==> src/rtl/hazard_fwd_unit.sv <==
module hazard_fwd_unit #(
  parameter int RW = 5
) (
  input  logic          clk,
  input  logic          rst_n,
  input  logic [RW-1:0] dec_rs,
  input  logic [RW-1:0] dec_rt,
  input  logic          dec_uses_rs,
  input  logic          dec_uses_rt,
  input  logic [RW-1:0] ex_rs,
  input  logic [RW-1:0] ex_rt,
  input  logic [RW-1:0] ex_rd,
  input  logic          ex_wen,
  input  logic          ex_is_load,
  input  logic [RW-1:0] mem_rd,
  input  logic          mem_wen,
  input  logic [RW-1:0] wb_rd,
  input  logic          wb_wen,
  input  logic          ex_redirect,
  output logic [1:0]    fwd_a,
  output logic [1:0]    fwd_b,
  output logic          pc_hold,
  output logic          ifid_hold,
  output logic          ex_bubble,
  output logic          ifid_flush
);

  localparam logic [RW-1:0] ZERO_REG = '0;
  localparam logic [1:0] SEL_RF  = 2'b00;
  localparam logic [1:0] SEL_WB  = 2'b01;
  localparam logic [1:0] SEL_MEM = 2'b10;

  logic mem_live, wb_live, load_live;
  logic load_use, stall;

  assign mem_live  = mem_wen && (mem_rd != ZERO_REG);
  assign wb_live   = wb_wen  && (wb_rd  != ZERO_REG);
  assign load_live = ex_wen && ex_is_load && (ex_rd != ZERO_REG);

  function automatic logic [1:0] pick(input logic [RW-1:0] src,
                                      input logic m_ok, input logic [RW-1:0] m_rd,
                                      input logic w_ok, input logic [RW-1:0] w_rd);
    if (m_ok && m_rd == src)      return SEL_MEM;
    else if (w_ok && w_rd == src) return SEL_WB;
    else                          return SEL_RF;
  endfunction

  assign fwd_a = pick(ex_rs, mem_live, mem_rd, wb_live, wb_rd);
  assign fwd_b = pick(ex_rt, mem_live, mem_rd, wb_live, wb_rd);

  assign load_use = load_live &&
                    ((dec_uses_rs && dec_rs == ex_rd) || (dec_uses_rt && dec_rt == ex_rd));
  assign stall    = load_use && !ex_redirect;

  assign pc_hold    = stall;
  assign ifid_hold  = stall;
  assign ex_bubble  = stall || ex_redirect;
  assign ifid_flush = ex_redirect;

  AST_SEL_LEGAL: assert property (@(posedge clk) disable iff (!rst_n)
    $onehot0(fwd_a) && $onehot0(fwd_b));
  AST_MEM_FIRST: assert property (@(posedge clk) disable iff (!rst_n)
    (mem_wen && mem_rd != ZERO_REG && mem_rd == ex_rs) |-> fwd_a == SEL_MEM);
  AST_ZERO_QUIET: assert property (@(posedge clk) disable iff (!rst_n)
    (fwd_a == SEL_WB) |-> (wb_rd != ZERO_REG && wb_wen));
  AST_STALL_SRC: assert property (@(posedge clk) disable iff (!rst_n)
    pc_hold |-> (ex_is_load && ex_wen && ex_rd != ZERO_REG));
  AST_STALL_FREEZE: assert property (@(posedge clk) disable iff (!rst_n)
    pc_hold |-> (ifid_hold && ex_bubble && !ifid_flush));
  AST_REDIRECT: assert property (@(posedge clk) disable iff (!rst_n)
    ex_redirect |-> (ifid_flush && ex_bubble && !pc_hold && !ifid_hold));
  AST_NO_WEN_SRC: assert property (@(posedge clk) disable iff (!rst_n)
    (fwd_b == SEL_MEM) |-> mem_wen);

endmodule

==> config.mk <==
export PLATFORM = sky130hd
export DESIGN_NAME = hazard_fwd_unit
export DESIGN_NICKNAME = d
export VERILOG_FILES = /design/src/rtl/hazard_fwd_unit.sv
export SDC_FILE = /design/constraint.sdc
export NUM_CORES = 1
export LEC_CHECK = 0
export BUFFER_PORTS_ARGS = -buffer_cell sky130_fd_sc_hd__buf_2
export CORE_AREA = 3 3 40 42
export DETAILED_ROUTE_END_ITERATION = 12
export DIE_AREA = 0 0 43 45
export PLACE_DENSITY_LB_ADDON = 0.05
export REMOVE_ABC_BUFFERS = 1
export SLEW_MARGIN = 40
export SYNTH_ARGS = -nofsm -noshare
export SYNTH_HDL_FRONTEND = slang
export SYNTH_SLANG_ARGS = --single-unit
==> constraint.sdc <==
create_clock -name vclk -period 2.25
set_input_delay 0.5625 -clock vclk [all_inputs]
set_output_delay 0.5625 -clock vclk [all_outputs]
set_load 0.005 [all_outputs]
==> out/summary.txt <==
status -> finished with violations
failing checks -> negative setup slack
sequential-to-total area share from yosys stat -> 0
startpoint class of the critical path -> primary input
Hold Buf Count CTS -> 0
vias -> 594
layout cells sized above 1 -> 0.6667
P_int -> 0.08791 mW
max-cap check violation count -> 0
FFs & Latches -> 0
routability cong. -> 0.7250
post-synthesis cell count -> 52
filler instances -> 109
sequential share of power -> 0
vias in the first global route -> 589
Setup violations, final -> 2
Syn-to-layout area delta -> 112.4%
placed insts -> 124
synth top area cells -> xor2_1 45%, xnor2_1 17%, or4_1 8.8%
Switching Share -> 0.4388
setup TNS -> -0.1949 ns
fmax -> 0.4243 GHz
Starting Density -> 0.3301
WP data arrival -> 1.79 ns
Synth area leader -> xor2_1
die height -> 45 µm
most frequent cells in the layout -> 42 x buf_2, 21 x xor2_1, 10 x buf_4
synth warn -> 0
WS Path Type -> in2out
first-pass detailed-route iteration total -> 4
core footprint -> 0.001285 mm²
Inserted Diodes -> 0
endpoint class of the critical path -> output port
Syn Area/Cell -> 8.157 µm²
# rows -> 13
Hold Path Class -> in2out
PwrDens -> 173.9 mW/mm²
Psw -> 0.06873 mW
Routed Antenna Nets -> 0
Reg area -> 0 µm²
1st-iter DRT viols -> 3
Final Hold Vio Count -> 0
fin worst setup slack -> -0.1068 ns
IO buf count -> 50
Die Width -> 43 µm
largest net degree at the start of global routing -> 4
initial antenna violation count -> 0
first-pass GRT wire length -> 2470 µm
peak fanout along the critical path -> 2
wire per inst -> 12.37 µm
Synth Cell Area -> 424.2 µm²
Slew @ Worst Pin -> 0.2880 ns
overflow left after global routing -> 0
combinational share of power -> 1.000
setup repair after global routing missed its margin -> yes
Total GRT Usage -> 0.1617
largest vdd supply drop -> 0.00008794 V
Non-Filler Instances -> 126
Final Cycle Share -> 1.047
DR vias/cell -> 4.714
number of clock buffers in the layout -> 0
Final nets -> 157
Power Total -> 0.1566 mW
WHS -> 1.336 ns
Max Slew Vio Count -> 0
Tmin final -> 2.357 ns
drt drc -> 0
Die ar. -> 0.001935 mm²
clock share of power -> 0
commonest non-fill, non-tap cell in the layout -> buf_2
# IOs -> 52
final wirelength -> 1558 µm
top-area cell type share of the netlist area -> 0.4543
Pleak -> 0.4299 nW
relative slew slack -> 0.8062
WP data required -> 1.69 ns
HPWL Detailed -> 1273 µm
Yosys cell types -> 14
worst paths after layout:
path / start / end / slack (ns) / depth (start not counted)
worst min-delay path: ex_redirect / ifid_flush / 1.34 / 2
worst max-delay path: wb_rd[1] / fwd_b[0] / -0.11 / 6
power groups by stage:
stage / Clock [mW] / Sequential, mW / Combinational (mW)
2_1_floorplan: 0 / 0 / 0.0489
3_3_place_gp: 0 / 0 / 0.123
3_5_place_dp: 0 / 0 / 0.124
4_1_cts: 0 / 0 / 0.144
5_1_grt: 0 / 0 / 0.173
6_report: 0 / 0 / 0.157
Yosys cell counts, drive strengths merged:
| cell type | count |
|---|---|
| o21ai | 2 |
| xor2 | 22 |
| buf | 2 |
| and2 | 1 |
| nor3 | 1 |
| o211ai | 1 |
| nor4 | 6 |
| xnor2 | 8 |
| a32oi | 1 |
| nand3 | 2 |
| or4 | 5 |
| o21bai | 1 |
cell families after synthesis:
| logic type | share of synthesized area |
|---|---|
| compound gates | 0.08851 |
| buf+inv | 0.03539 |
| xor+xnor | 0.6195 |
| simple gates | 0.2566 |
layer usage:
layer | wire length [µm] | vias to the layer above | share of wire | global-route usage
met2 | 775 | 27 | 0.50 | 0.2814
met3 | 136 | 0 | 0.087 | 0.01195
met5 | 0 | - | 0 | 0
met4 | 0 | 0 | 0 | 0
li1 | - | 308 | - | -
met1 | 646 | 259 | 0.41 | 0.2333
repair_timing:
action	CTS	global route
pin swaps	10	6
setup endpoints to repair	4	6
gates resized for setup	14	11
buffers inserted	2	0
layout make-up:
type / count / area (µm²) / area share
multi-input combinational: 50 / 491.7 / 0.5458
tap: 15 / 18.77 / 0.02083
timing repair buffer: 61 / 390.4 / 0.4333
through the flow:
| step | instance area (µm²) | util | setup slack, ns |
|---|---|---|---|
| after floorplan | 409.1 | - | 0.08454 |
| after global placement | 745.7 | 0.5803 | -0.1453 |
| after detailed placement | 745.7 | 0.5803 | -0.1500 |
| after CTS | 838.3 | 0.6524 | -0.1199 |
| after global routing | 900.9 | 0.7011 | -0.1906 |
| final | 900.9 | 0.7011 | -0.1068 |
critical path, stage by stage:
cell     delay [ns]
buf_2          0.10
or4_1          0.10
o21ai_1        0.06
or4_4          0.55
nor4_2         0.26
buf_2          0.15
(Power assumes the default switching activity.)
